### src/rtl/uart_rx_pkg.sv
package uart_rx_pkg;

    localparam int CHAR_W = 8;

    typedef enum logic [2:0] {
        RX_IDLE,
        RX_START,
        RX_DATA,
        RX_STOP,
        RX_WAIT_HIGH
    } rx_state_e;

    // Tag bit positions above the character in a read word
    localparam int TAG_FRAME   = 8;
    localparam int TAG_PARITY  = 9;
    localparam int TAG_BREAK   = 10;
    localparam int TAG_OVERRUN = 11;

    typedef struct packed {
        logic              brk;
        logic              par;
        logic              frm;
        logic [CHAR_W-1:0] data;
    } rx_char_t;

endpackage

### src/rtl/uart_rx_sync.sv
module uart_rx_sync #(
    parameter int STAGES = 2
) (
    input  logic clk,
    input  logic rst_n,
    input  logic din,
    output logic dout
);
    logic [STAGES-1:0] sh_q;

    always_ff @(posedge clk or negedge rst_n) begin
        if (!rst_n) sh_q <= '1;
        else        sh_q <= {sh_q[STAGES-2:0], din};
    end

    assign dout = sh_q[STAGES-1];
endmodule

### src/rtl/uart_rx_frame.sv
module uart_rx_frame
    import uart_rx_pkg::*;
#(
    parameter int OSR = 16
) (
    input  logic       clk,
    input  logic       rst_n,
    input  logic       tick,
    input  logic       rx_s,
    input  logic [1:0] wlen,
    output logic       frm_vld,
    output rx_char_t   frm
);
    localparam int CNT_W = $clog2(OSR);
    localparam logic [CNT_W-1:0] CNT_MID  = CNT_W'(OSR / 2 - 1);
    localparam logic [CNT_W-1:0] CNT_LAST = CNT_W'(OSR - 1);

    rx_state_e         state_q, state_d;
    logic [CNT_W-1:0]  cnt_q;
    logic [2:0]        idx_q;
    logic [CHAR_W-1:0] shreg_q;

    logic [3:0]        nbits;
    logic [2:0]        last_idx;
    logic [CHAR_W-1:0] aligned;
    logic              at_mid, at_last;

    assign nbits    = 4'd5 + {2'b00, wlen};
    assign last_idx = 3'(nbits - 4'd1);
    assign aligned  = shreg_q >> (4'd8 - nbits);
    assign at_mid   = tick && (cnt_q == CNT_MID);
    assign at_last  = tick && (cnt_q == CNT_LAST);

    // State register
    always_ff @(posedge clk or negedge rst_n) begin
        if (!rst_n) state_q <= RX_IDLE;
        else        state_q <= state_d;
    end

    // Transitions
    always_comb begin
        state_d = state_q;
        unique case (state_q)
            RX_IDLE:      if (!rx_s) state_d = RX_START;
            RX_START:     if (at_mid) state_d = rx_s ? RX_IDLE : RX_DATA;
            RX_DATA:      if (at_last && idx_q == last_idx) state_d = RX_STOP;
            RX_STOP:      if (at_last) state_d = rx_s ? RX_IDLE : RX_WAIT_HIGH;
            RX_WAIT_HIGH: if (rx_s) state_d = RX_IDLE;
            default:      state_d = RX_IDLE;
        endcase
    end

    // Counters, shift register and character output
    always_ff @(posedge clk or negedge rst_n) begin
        if (!rst_n) begin
            cnt_q   <= '0;
            idx_q   <= '0;
            shreg_q <= '0;
            frm_vld <= 1'b0;
            frm     <= '0;
        end else begin
            frm_vld <= 1'b0;
            unique case (state_q)
                RX_IDLE, RX_WAIT_HIGH: begin
                    cnt_q <= '0;
                    idx_q <= '0;
                end
                RX_START: begin
                    if (tick) cnt_q <= at_mid ? '0 : cnt_q + 1'b1;
                end
                RX_DATA: begin
                    if (at_last) begin
                        cnt_q   <= '0;
                        shreg_q <= {rx_s, shreg_q[CHAR_W-1:1]};
                        idx_q   <= idx_q + 3'd1;
                    end else if (tick) begin
                        cnt_q <= cnt_q + 1'b1;
                    end
                end
                RX_STOP: begin
                    if (at_last) begin
                        cnt_q    <= '0;
                        frm_vld  <= 1'b1;
                        frm.data <= aligned;
                        frm.frm  <= !rx_s;
                        frm.par  <= 1'b0;
                        frm.brk  <= !rx_s && (aligned == '0);
                    end else if (tick) begin
                        cnt_q <= cnt_q + 1'b1;
                    end
                end
                default: cnt_q <= '0;
            endcase
        end
    end
endmodule

### src/rtl/uart_rx_buf.sv
module uart_rx_buf
    import uart_rx_pkg::*;
#(
    parameter int DEPTH = 16
) (
    input  logic        clk,
    input  logic        rst_n,
    input  logic        fifo_en,
    input  logic        push_vld,
    input  rx_char_t    push_char,
    input  logic        pop_req,
    output logic [11:0] rd_data,
    output logic        empty,
    output logic        full
);
    localparam int AW = (DEPTH > 1) ? $clog2(DEPTH) : 1;
    localparam int CW = $clog2(DEPTH + 1);

    logic [11:0]   mem [DEPTH];
    logic [AW-1:0] wr_q, rd_q, wr_nxt, rd_nxt;
    logic [CW-1:0] count_q, cap;
    logic          ovr_q, pop, accept, drop;

    assign cap    = fifo_en ? CW'(DEPTH) : CW'(1);
    assign empty  = (count_q == '0);
    assign full   = (count_q >= cap);
    assign pop    = pop_req && !empty;
    assign accept = push_vld && (!full || pop);
    assign drop   = push_vld && !accept;

    generate
        if (DEPTH == (1 << AW)) begin : g_pow2
            assign wr_nxt = wr_q + 1'b1;
            assign rd_nxt = rd_q + 1'b1;
        end else begin : g_wrap
            assign wr_nxt = (wr_q == AW'(DEPTH - 1)) ? '0 : wr_q + 1'b1;
            assign rd_nxt = (rd_q == AW'(DEPTH - 1)) ? '0 : rd_q + 1'b1;
        end
    endgenerate

    always_ff @(posedge clk) begin
        if (accept) mem[wr_q] <= {ovr_q, push_char};
    end

    always_ff @(posedge clk or negedge rst_n) begin
        if (!rst_n) begin
            wr_q    <= '0;
            rd_q    <= '0;
            count_q <= '0;
            ovr_q   <= 1'b0;
        end else begin
            if (accept) wr_q <= wr_nxt;
            if (pop)    rd_q <= rd_nxt;
            unique case ({accept, pop})
                2'b10:   count_q <= count_q + 1'b1;
                2'b01:   count_q <= count_q - 1'b1;
                default: count_q <= count_q;
            endcase
            if (accept)    ovr_q <= 1'b0;
            else if (drop) ovr_q <= 1'b1;
        end
    end

    assign rd_data = empty ? 12'h000 : mem[rd_q];
endmodule

### src/rtl/uart_rx_efifo.sv
module uart_rx_efifo
    import uart_rx_pkg::*;
#(
    parameter int OSR         = 16,
    parameter int FIFO_DEPTH  = 16,
    parameter int SYNC_STAGES = 2
) (
    input  logic        clk,
    input  logic        rst_n,
    input  logic        tick,
    input  logic        rxd,
    input  logic [1:0]  wlen,
    input  logic        fifo_en,
    input  logic        rd_en,
    output logic [11:0] rd_data,
    output logic        rx_empty,
    output logic        rx_full
);
    logic     rx_s;
    logic     frm_vld;
    rx_char_t frm;

    uart_rx_sync #(.STAGES(SYNC_STAGES)) u_sync (
        .clk  (clk),
        .rst_n(rst_n),
        .din  (rxd),
        .dout (rx_s)
    );

    uart_rx_frame #(.OSR(OSR)) u_frame (
        .clk    (clk),
        .rst_n  (rst_n),
        .tick   (tick),
        .rx_s   (rx_s),
        .wlen   (wlen),
        .frm_vld(frm_vld),
        .frm    (frm)
    );

    uart_rx_buf #(.DEPTH(FIFO_DEPTH)) u_buf (
        .clk      (clk),
        .rst_n    (rst_n),
        .fifo_en  (fifo_en),
        .push_vld (frm_vld),
        .push_char(frm),
        .pop_req  (rd_en),
        .rd_data  (rd_data),
        .empty    (rx_empty),
        .full     (rx_full)
    );
endmodule

### config.mk
export PLATFORM = sky130hd
export DESIGN_NAME = uart_rx_efifo
export DESIGN_NICKNAME = d
export VERILOG_FILES = /design/src/rtl/uart_rx_pkg.sv /design/src/rtl/uart_rx_sync.sv /design/src/rtl/uart_rx_frame.sv /design/src/rtl/uart_rx_buf.sv /design/src/rtl/uart_rx_efifo.sv
export SDC_FILE = /design/constraint.sdc
export NUM_CORES = 1
export LEC_CHECK = 0
export BUFFER_PORTS_ARGS = -buffer_cell sky130_fd_sc_hd__buf_2
export CORE_MARGIN = 1.5
export CORE_UTILIZATION = 60
export CTS_BUF_LIST = sky130_fd_sc_hd__clkbuf_4
export DETAILED_ROUTE_END_ITERATION = 8
export PLACE_DENSITY = 0.77
export REMOVE_ABC_BUFFERS = 1
export SETUP_SLACK_MARGIN = 0.4
export SLEW_MARGIN = 20
export SYNTH_ARGS = -nofsm -noshare
export SYNTH_HDL_FRONTEND = slang
export SYNTH_SLANG_ARGS = --single-unit
### constraint.sdc
create_clock -name clk -period 4.22 [get_ports clk]
set_input_delay 0.211 -clock clk [delete_from_list [all_inputs] [get_ports clk]]
set_output_delay 0.211 -clock clk [all_outputs]
set_load 0.05 [all_outputs]
* Yosys cells after proc, flatten, opt, wreduce, memory -nomap -nowiden
Memory sizes are Yosys's and may differ from the RTL's. Index checks and enable logic that the tools add are counted.
Storage, ports and cells: register bits after elaboration 45, bits in writable memories 176, bits of input ports 8, memories kept 1
Operators by class: add/subtract/negate cells 9, magnitude comparators 1, equality and inequality tests 17, shift-type cells 1, mux-type cells 24, reduce and logical (&&, ||, !) cells 25
Memories:
- u_buf.mem | depth 16, width 11, rd ports 1, clocked after memory_dff 0, wr ports 1, line uart_rx_buf.sv:19 | logic [11:0] mem [DEPTH];
Operator list (count):
- 3-bit two-way mux | 7
- 4-bit two-way mux | 4
- 3-bit one-hot mux with 5 select lines | 1
- 4-bit by 1-bit adder with 4-bit output (second input constant) | 3
- 12-bit two-way mux | 1
- 5-bit one-hot mux with 2 select lines | 1
- 8-bit zero test | 1
- 2-bit by 1-bit != test with 1-bit output (second input constant) | 4
- 4-bit one-hot mux with 2 select lines | 1
- 2-bit AND reduction | 4
- 8-bit by 4-bit >> shifter with 8-bit output | 1
- 1-bit logical AND | 7
- 3-bit by 2-bit == test with 1-bit output (second input constant) | 2
- 1-bit two-way mux | 6
- 2-bit != test (second input constant) | 3
- 3-bit one-hot mux with 2 select lines | 1
- 2-bit nonzero test | 3
- 5-bit by 1-bit adder with 5-bit output (second input constant) | 1
- 5-bit >= comparator | 1
- 5-bit zero test | 1
- 5-bit two-way mux | 1
- 5-bit AND reduction | 1
- 5-bit by 1-bit subtractor with 5-bit output (second input constant) | 1
- 3-bit by 2-bit adder with 4-bit output (first input constant) | 1
- 16 further kinds | 20

* Longest topological paths before layout
word-level depth 9, mapped depth 14

* By module
A second synthesis with hierarchy kept.
Second synthesis, totals: cell total of the unflattened synthesis 553, area, all modules 9796.9 um^2
By module, submodules not included:
- uart_rx_buf | times used 1, cells an instance 403, area an instance 8257.9 um^2, sequential area each 6115.9 um^2
- uart_rx_frame | times used 1, cells an instance 148, area an instance 1486.4 um^2, sequential area each 725.7 um^2
- uart_rx_sync | times used 1, cells an instance 2, area an instance 52.6 um^2, sequential area each 52.6 um^2

* Worst setup path before layout
Ideal clock, no wire load.
path kind register to register, from reg u_buf.count_q[0], to reg u_buf.count_q[4], setup time 0.154 ns, arrival time 2.914 ns, data required time 4.066 ns, path slack 1.151 ns, stages on the path, launching flop included 14, buffers on the path 1, period minus slack after synthesis 3.069 ns, cell sequence dfrtp_1 -> inv_1 -> ha_1 -> nor3b_1 -> mux2_2 -> o21a_1 -> buf_2 -> inv_1 -> ha_1 -> ha_1 -> nor2b_1 -> o21a_1 -> o311ai_0 -> o311ai_0
On the way: longest elaborated chain between the ends 7, elaborated cells between the ends (all ways) 13, those cells by class 2 x add/sub; 1 x order compare; 2 x eq/ne; 1 x mux; 7 x reduce/logical
RTL lines:
- from (decl) | line uart_rx_buf.sv:21 | logic [CW-1:0] count_q, cap;
- from (signal assigned) | line uart_rx_buf.sv:55 | 2'b10: count_q <= count_q + 1'b1;
- from (signal assigned) | line uart_rx_buf.sv:56 | 2'b01: count_q <= count_q - 1'b1;
- from (signal assigned) | line uart_rx_buf.sv:57 | default: count_q <= count_q;
- parallel branches: the longest is 7 deep, another holds 5-bit >= comparator
Parallel ways; which one is timed is not known. A chain may end at the register's enable or synchronous reset.

* Worst setup path after layout
Ends and elaborated chain as after synthesis.

==> impl_metrics.toml <==
[sta]
finalCriticalPeriod_ps = 3540
fmax_mhz = 282
finClkSkew_ps = 56.2
maxSlewViolCount = 0
rsz0062_at_grt = "false"
totalNegativeSetupSlack_ps = 0
finalSetupViolCount = 0
tightest_slew_ps = 1040
hold_viol_final = 0
maxSlewHeadroom = 0.305
period_share = 0.839

[clock_tree]
cts_max_path_buffers = 3
cts_tree = "yes"
cts_buffers = 55
cts_max_level = 2
cts_root_buffer = "clkbuf_4"
path_clk_slew_ps = 70
cts.sinks = 221
clk_latency_ps = 670

[detailed_routing]
vias = 4944
wire_per_inst_um = 20.9
drcViolationCount = 0
dr.pass1.iters = 5
postRouteAntennaNets = 0
via_per_inst = 5.99
wirelength_um = 17300
drt_iter0_markers = 360

[yosys]
synth-edff-count = 176
yosysTopAreaCell = "edfxtp_1"
synthesis.area_um2 = 9300
synthArstFlopShare = 0.204
ys_warn_count = 0
synth_cells = 527
ys.flop_type = "edfxtp_1"
ys_ff_latch = 221
synth_top_cell_area_share = 0.568
avgSynthCellArea_um2 = 17.6
synth_common_cells = "edfxtp_1, dfrtp_1, mux4_2"
synth_area_leaders = "edfxtp_1, dfrtp_1, mux4_2, mux2_2, ha_1"
yosysSeqAreaShare = 0.690
synth.distinct_cells = 55
synth_most_common_cell = "edfxtp_1"

[hold_path]
min_path_type = "input port to async pin"

[setup_path]
path_max_fanout = 17
critPathLaunch = "u_buf.count_q[0]"
start_kind = "flop"
cp_top_family = "compound AO/OA/AOI/OAI gates"
cp.required_ps = 4700
worst-path-buf-inv = 2
cpMaxStageDelayCell = "o311ai_0"
reg2reg_depth = 12
cp_common_cell = "ha_1"
reg2reg_from = "u_buf.count_q[0]"
cp.depth = 12
reg2reg_slack_ps = 680
crit_chain = "inv_1 -> ha_1 -> nor3b_1 -> mux2_2 -> o21a_2 -> inv_1 -> ha_1 -> ha_1 -> nor2b_1 -> o21a_1 -> o311ai_0 -> o311ai_0"
path_class = "flop to flop"
crit_end = "u_buf.count_q[4]"
reg2reg_to = "u_buf.count_q[4]"
worst-endpoint-arrival_ps = 4020
cpPeakStageDelay_ps = 430
endpoint_kind = "flop"

[floorplan]
rows = 45
design.die.area_um2 = 16300
die-height_um = 127
ios = 22
start_util = 0.614
die_w_um = 127
fp.coreArea_um2 = 15100

[cells_and_area]
syn_to_final_growth_pct = 10.8
final_cells = 826
drive_above_1_share = 0.281
final_nets = 612

[global_route]
overflow = 0
grt_max_degree = 46
antenna_found_initial = 1
grt_pass1_vias = 5139
grtUsageTotal = 0.227
grt_first_pass_wirelength_um = 27200

[power_and_ir_drop]
peakVddDrop_mv = 0.351
power.density_nw_per_um2 = 529
p_leak_nw = 4.23

[place]
post-dp-hpwl_um = 10200
post-place-cells = 714
portBuffers = 20
gp_congestion = 0.770

[outcome]
status = "complete, no violations"

[flow_run]
cap_violations = 0
-- stage by stage --
step                      worst slack, ps   util  cell area (µm²)  hold slack (ps)  total power, mW
after floorplan                       666      -             9120            -84.6             3.43
after global placement               1020  0.628             9520              316             3.71
after detailed placement              633  0.628             9520              320             3.75
after CTS                             595  0.680            10300              173             5.50
after global routing                  454  0.680            10300              115             5.71
final                                 678  0.680            10300              101             5.45
-- repair_timing --
item,in CTS,in global routing
gates resized for setup,0,1
setup buffers,0,0
endpoints found under the setup margin,0,1
hold endpoints to repair,51,0
hold buffers,7,0
-- final cells by class --
type	count	area [µm²]
antenna	1	2.50
timing repair buffer	32	223
fill	998	4840
multi-input combinational	265	2660
sequential	221	6410
tap	188	235
clock inverter	26	124
inverter	15	56.3
clock buffer	78	586
-- report_power, final --
part | switching (mW) | leakage, nW | internal, mW
Clock | 0.827 | 0.415 | 0.917
Combinational | 0.657 | 1.24 | 0.454
Sequential | 0.215 | 2.57 | 2.38
-- per-layer routing --
layer  vias up  wire length (µm)  track usage
met1      2486              7130        0.297
met5         -                 0            0
met2       185              8690        0.380
li1       2245                 -            -
met4         0               263       0.0648
met3        28              1180       0.0595
-- worst min path at each step --
stage | cells past startpoint | startpoint | end
finish | 2 | rst_n | u_frame.frm[0]
global route | 2 | rst_n | u_frame.frm[2]
CTS | 2 | rxd | u_sync.sh_q[0]
detailed placement | 1 | rxd | u_sync.sh_q[0]
global placement | 1 | rxd | u_sync.sh_q[0]
floorplan | 0 | rst_n | u_buf.count_q[0]
-- cells in the final DEF (no fill, tap or decap), types with 3 or more instances in the layout --
cell and n:
buf_4 5, xor2_1 4, nor2b_1 4, nand2_1 17
o21ai_1 11, mux4_2 39, nand3b_1 3, a21oi_1 20
mux2i_1 16, mux2_2 22, and3_1 16, mux2_4 6
inv_1 15, o21ai_0 17, xnor2_1 9, clkinv_1 24
mux4_1 5, clkbuf_4 78, dfrtp_1 42, nor3_1 7
o211ai_1 3, edfxtp_1 176, ha_1 13, o31ai_1 4
dlygate4sd3_1 7, buf_2 19, nor2_1 14
-- worst reg2reg max path, delay by kind of cell (launching register included) --
kind / cells / cell delay [ps]
flip-flops: 1 / 420
AO/OA/AOI/OAI: 4 / 1160
multiplexers: 1 / 250
adder cells (fa/ha/maj): 3 / 950
AND/OR/NAND/NOR: 2 / 410
buffers and inverters: 2 / 180
-- registers in the layout (all words and copies together) (netlist names) --
signal / flops
u_buf.mem: 176
u_frame.frm: 10
u_frame.shreg_q: 8
u_buf.count_q: 5
u_buf.rd_q: 4
u_buf.wr_q: 4
u_frame.cnt_q: 4
u_frame.idx_q: 3
u_frame.state_q: 3
u_sync.sh_q: 2
u_buf.ovr_q: 1
u_frame.frm_vld: 1
-- cells by family (layout without fill, tap and decap cells) --
logic type | count (synthesis) | in the layout | share of synthesized area
flops | 221 | 221 | 0.690
simple gates | 80 | 80 | 0.0475
buf+inv | 41 | 151 | 0.0248
compound gates | 69 | 69 | 0.0435
fa+ha+maj | 14 | 14 | 0.0196
xor+xnor | 13 | 13 | 0.0122
other cells | 1 | 2 | 0.000403
mux | 88 | 88 | 0.162
Power figures use the tool's default switching activity.
